<file path="src/rtl/alu_flag_pkg.sv">
package alu_flag_pkg;

  typedef enum logic [1:0] {
    RES_AND  = 2'b00,
    RES_OR   = 2'b01,
    RES_SUM  = 2'b10,
    RES_SIGN = 2'b11
  } res_sel_e;

  localparam logic [2:0] FN_ADD    = 3'b010;
  localparam logic [2:0] FN_SUB    = 3'b110;
  localparam logic [2:0] FN_UNUSED = 3'b011;
  localparam logic [2:0] FN_LESS   = 3'b111;

endpackage

</file>
<file path="src/rtl/alu_b_cond.sv">
module alu_b_cond #(
  parameter int WIDTH = 32
) (
  input  logic [WIDTH-1:0] b_in,
  input  logic             invert,
  output logic [WIDTH-1:0] b_eff
);
  assign b_eff = invert ? ~b_in : b_in;
endmodule

</file>
<file path="src/rtl/alu_adder.sv">
module alu_adder #(
  parameter int WIDTH = 32,
  parameter bit RIPPLE = 1'b1
) (
  input  logic [WIDTH-1:0] a,
  input  logic [WIDTH-1:0] b,
  input  logic             cin,
  output logic [WIDTH-1:0] sum,
  output logic             cout,
  output logic             ovf
);
  generate
    if (RIPPLE) begin : g_ripple
      logic [WIDTH:0] cy;
      assign cy[0] = cin;
      for (genvar i = 0; i < WIDTH; i++) begin : g_fa
        assign sum[i]  = a[i] ^ b[i] ^ cy[i];
        assign cy[i+1] = (a[i] & b[i]) | (cy[i] & (a[i] ^ b[i]));
      end
      assign cout = cy[WIDTH];
      assign ovf  = cy[WIDTH] ^ cy[WIDTH-1];
    end else begin : g_behav
      assign {cout, sum} = {1'b0, a} + {1'b0, b} + {{WIDTH{1'b0}}, cin};
      assign ovf = (a[WIDTH-1] ~^ b[WIDTH-1]) & (sum[WIDTH-1] ^ a[WIDTH-1]);
    end
  endgenerate
endmodule

</file>
<file path="src/rtl/alu_out_mux.sv">
module alu_out_mux
  import alu_flag_pkg::*;
#(
  parameter int WIDTH = 32
) (
  input  logic [1:0]       sel,
  input  logic             slt_en,
  input  logic [WIDTH-1:0] a,
  input  logic [WIDTH-1:0] b_eff,
  input  logic [WIDTH-1:0] sum,
  output logic [WIDTH-1:0] y
);
  always_comb begin
    unique case (res_sel_e'(sel))
      RES_AND:  y = a & b_eff;
      RES_OR:   y = a | b_eff;
      RES_SUM:  y = sum;
      RES_SIGN: y = slt_en ? {{(WIDTH-1){1'b0}}, sum[WIDTH-1]} : '0;
      default:  y = '0;
    endcase
  end
endmodule

</file>
<file path="src/rtl/alu_flagged_core.sv">
module alu_flagged_core #(
  parameter int WIDTH  = 32,
  parameter bit RIPPLE = 1'b1
) (
  input  logic             clk,
  input  logic             rst,
  input  logic [WIDTH-1:0] a_in,
  input  logic [WIDTH-1:0] b_in,
  input  logic [2:0]       func_sel,
  output logic [WIDTH-1:0] y_out,
  output logic             zero_flag,
  output logic             carry_flag,
  output logic             ovf_flag
);
  logic [WIDTH-1:0] b_eff;
  logic [WIDTH-1:0] sum;
  logic [WIDTH-1:0] y_next;
  logic             cout;
  logic             ovf_raw;
  logic             arith;

  alu_b_cond #(.WIDTH(WIDTH)) u_bcond (
    .b_in   (b_in),
    .invert (func_sel[2]),
    .b_eff  (b_eff)
  );

  alu_adder #(.WIDTH(WIDTH), .RIPPLE(RIPPLE)) u_add (
    .a    (a_in),
    .b    (b_eff),
    .cin  (func_sel[2]),
    .sum  (sum),
    .cout (cout),
    .ovf  (ovf_raw)
  );

  alu_out_mux #(.WIDTH(WIDTH)) u_mux (
    .sel    (func_sel[1:0]),
    .slt_en (func_sel[2]),
    .a      (a_in),
    .b_eff  (b_eff),
    .sum    (sum),
    .y      (y_next)
  );

  assign arith = (func_sel[1:0] == 2'b10);

  always_ff @(posedge clk) begin
    if (rst) begin
      y_out      <= '0;
      zero_flag  <= 1'b1;
      carry_flag <= 1'b0;
      ovf_flag   <= 1'b0;
    end else begin
      y_out      <= y_next;
      zero_flag  <= ~|y_next;
      carry_flag <= arith & cout;
      ovf_flag   <= arith & ovf_raw;
    end
  end
endmodule

</file>
<file path="config.mk">
export PLATFORM = sky130hd
export DESIGN_NAME = alu_flagged_core
export DESIGN_NICKNAME = d
export VERILOG_FILES = /design/src/rtl/alu_flag_pkg.sv /design/src/rtl/alu_b_cond.sv /design/src/rtl/alu_adder.sv /design/src/rtl/alu_out_mux.sv /design/src/rtl/alu_flagged_core.sv
export SDC_FILE = /design/constraint.sdc
export NUM_CORES = 1
export LEC_CHECK = 0
export BUFFER_PORTS_ARGS = -buffer_cell sky130_fd_sc_hd__buf_2
export CAP_MARGIN = 5
export CORE_ASPECT_RATIO = 1.1
export CORE_UTILIZATION = 58
export DETAILED_ROUTE_END_ITERATION = 10
export GPL_ROUTABILITY_DRIVEN = 0
export PLACE_DENSITY = 0.87
export REMOVE_ABC_BUFFERS = 1
export SLEW_MARGIN = 20
export SYNTH_ARGS = -nofsm -noshare
export SYNTH_HDL_FRONTEND = slang
export SYNTH_SLANG_ARGS = --single-unit
</file>
<file path="constraint.sdc">
create_clock -name clk -period 23.6 [get_ports clk]
set_clock_uncertainty 0.2 [all_clocks]
set_input_delay 1.18 -clock clk [delete_from_list [all_inputs] [get_ports clk]]
set_output_delay 1.18 -clock clk [all_outputs]
set_load 0.005 [all_outputs]
</file>
==> flow_summary.toml <==
[timing]
setup_ws_ns = 8.62
hold_viol = 0
whs_ns = 1.08
max_freq_ghz = 0.0668
worstMarginPinSlew_ns = 0.929
relSlewSlack_pct = 38.1
slew_violations = 0
rsz0062_at_grt = "false"
setup_viol = 0
fin_crit_sh_pct = 63.5
period_needed_ns = 14.98
fin_tns_setup_ns = 0

[floorplan]
rows = 30
die_w_um = 78.8
design.core.area_mm2 = 0.00623
dieArea_mm2 = 0.00681
top_level_ports = 104
start_util_pct = 60.4
die_y_um = 86.5

[routing]
drc = 0
wl_per_cell_um = 14.9
wirelength_mm = 8.26
ant_nets = 0
drt-initial-drc-count = 131
vias_per_cell = 5.22
dr_total_vias = 2897
firstDrtPassIters = 4

[clock_network]
clk_path_buf_depth = 2
hold_buffers = 0
path_clk_slew_ns = 0.08
h-tree-depth = 2
cts_sinks = 35
post-cts-setup-buffers = 0
cts_tree = "built"
cts_resized = 0
cts_inserted_buffers = 5
clockRootBuffer = "clkbuf_8"

[synth]
synth_cell_type_count = 32
ys_top_cells_by_area = "ha_1 21%, dfxtp_1 19%, fa_1 17%, xor2_1 7.5%, inv_1 7.0%"
avgSynthCellArea_um2 = 9.79
syn-cell-area_mm2 = 0.00376
synth-seq-cells = 35
yosys_warnings = 0
yosysTopAreaCellShare_pct = 20.6
postSynthCellCount = 384
ys_seq_area_share_pct = 18.6
synth_top_area_cell = "ha_1"

[setup_path]
arrival_ns = 15.03
path_max_fanout = 36
worst_path_dominant_cell_family = "adder cells"
cp_slowest_cell = "buf_4"
critPathMaxStageDelay_ns = 0.46
critPathKind = "in -> reg"
cp-end-kind = "flip-flop"
worst-path-buf-inv = 10
crit_path_frequent_cell = "fa_1"
path_depth = 47
start_kind = "input pin"
required_ns = 23.65

[place]
io_buffers = 103
place_area_mm2 = 0.00424
dp_worst_setup_slack_ns = 8.40
placed_cells = 547
place.detailed.hpwl_mm = 6.29

[final_layout]
fillers = 456
drive_gt1_share_pct = 26.1
final_common_cell = "buf_2"
diodes = 0
finalNonFillerCells = 555
final_cell_mix = "103 x buf_2, 70 x inv_1, 62 x ha_1"
nNetsFinal = 636
fin_area_mm2 = 0.00437
area_growth_pct = 16.3

[power]
leakage_nw = 2.41
power.sequential.fraction_pct = 30.3
p_per_area_mw_per_mm2 = 49.9
intPower_w = 0.000145
vdd_ir_drop_max_v = 0.0000257
switching_share_pct = 33.5
power_switching_w = 0.0000730
p_comb_share_pct = 39.4
power_frac_clock_pct = 30.3

[grt]
grt_pass1_vias = 2913
grtUsageTotal_pct = 25.1
grt_first_pass_wirelength_mm = 13.3
grt_start_max_net_pins = 53
grt_overflow = 0
antenna_found_initial = 0

[run]
maxCapViolations = 0

[hold_path]
hold_class = "in -> reg"
min_to = "y_out[0]"
holdPathStages = 4
hold_start = "b_in[0]"

[status]
outcome = "complete, no violations"
[routing by layer]
layer	vias to the layer above	global-route usage, %	part of all wire (%)
li1	1376	-	-
met2	112	47.4	52
met1	1395	28.6	40
met5	-	0	0
met4	0	8.92	2.2
met3	14	3.47	5.5
[layout make-up]
type	count	area, um^2	share of cell area [%]
Clock buffer	5	68.8	1.57
Clock inverter	3	67.6	1.54
Inverter	70	263	6.01
Multi-Input combinational cell	257	2640	60.4
Sequential cell	35	701	16.0
Tap cell	80	100	2.29
Timing Repair Buffer	105	531	12.1
[cell families after synthesis]
logic type	count (synthesis)	synth area share [%]
muxes	26	6.95
buffers and inverters	92	11.1
xor gates and xnor gates	32	7.45
AOI/OAI and AO/OA	44	9.81
and+or+nand+nor	62	8.95
adders and majority gates	93	37.1
DFF	35	18.6
[cell usage after synthesis]
library cell	instances
dfxtp_1	35
ha_1	62
buf_1	1
nand3_1	2
o31ai_2	6
nand2b_2	1
nand2_1	1
nor2b_4	3
mux2i_1	25
o31ai_1	1
buf_4	3
nand4_1	7
nor4b_1	1
o21a_1	1
buf_2	6
inv_1	70
nor2b_1	9
o22a_1	24
o311ai_0	1
and2b_1	2
mux2_2	1
buf_6	7
fa_1	31
o22ai_1	1
nor2_1	32
nor4bb_1	1
clkbuf_1	5
a31o_1	1
nor4_1	2
xor2_1	32
and3_1	1
o21ai_0	9
[registers in the layout (all words and copies together), names as in the netlist]
name,cells
y_out,32
carry_flag,1
ovf_flag,1
zero_flag,1
[per-stage QoR]
| stage | total power, W | utilization, % |
|---|---|---|
| finish | 0.000218 | 70.2 |
| global route | 0.000232 | 70.2 |
| CTS | 0.000219 | 70.2 |
| detailed placement | 0.000153 | 68.0 |
| global placement | 0.000148 | 68.0 |
| floorplan | 0.000120 | - |
[worst max path at each step]
stage	start	to
detailed placement	func_sel[2]	zero_flag
floorplan	b_in[0]	zero_flag
global route	func_sel[2]	zero_flag
finish	func_sel[2]	zero_flag
CTS	func_sel[2]	zero_flag
global placement	func_sel[2]	zero_flag
[power groups by stage]
| stage | Clock (W) | Combinational, W | Sequential [W] |
|---|---|---|---|
| 6_report | 0.0000661 | 0.0000860 | 0.0000660 |
| 5_1_grt | 0.0000690 | 0.0000970 | 0.0000663 |
| 4_1_cts | 0.0000664 | 0.0000864 | 0.0000660 |
| 3_5_place_dp | 0 | 0.0000856 | 0.0000673 |
| 3_3_place_gp | 0 | 0.0000805 | 0.0000671 |
| 2_1_floorplan | 0 | 0.0000523 | 0.0000680 |
Note: power is estimated with default switching activity, not from simulation.
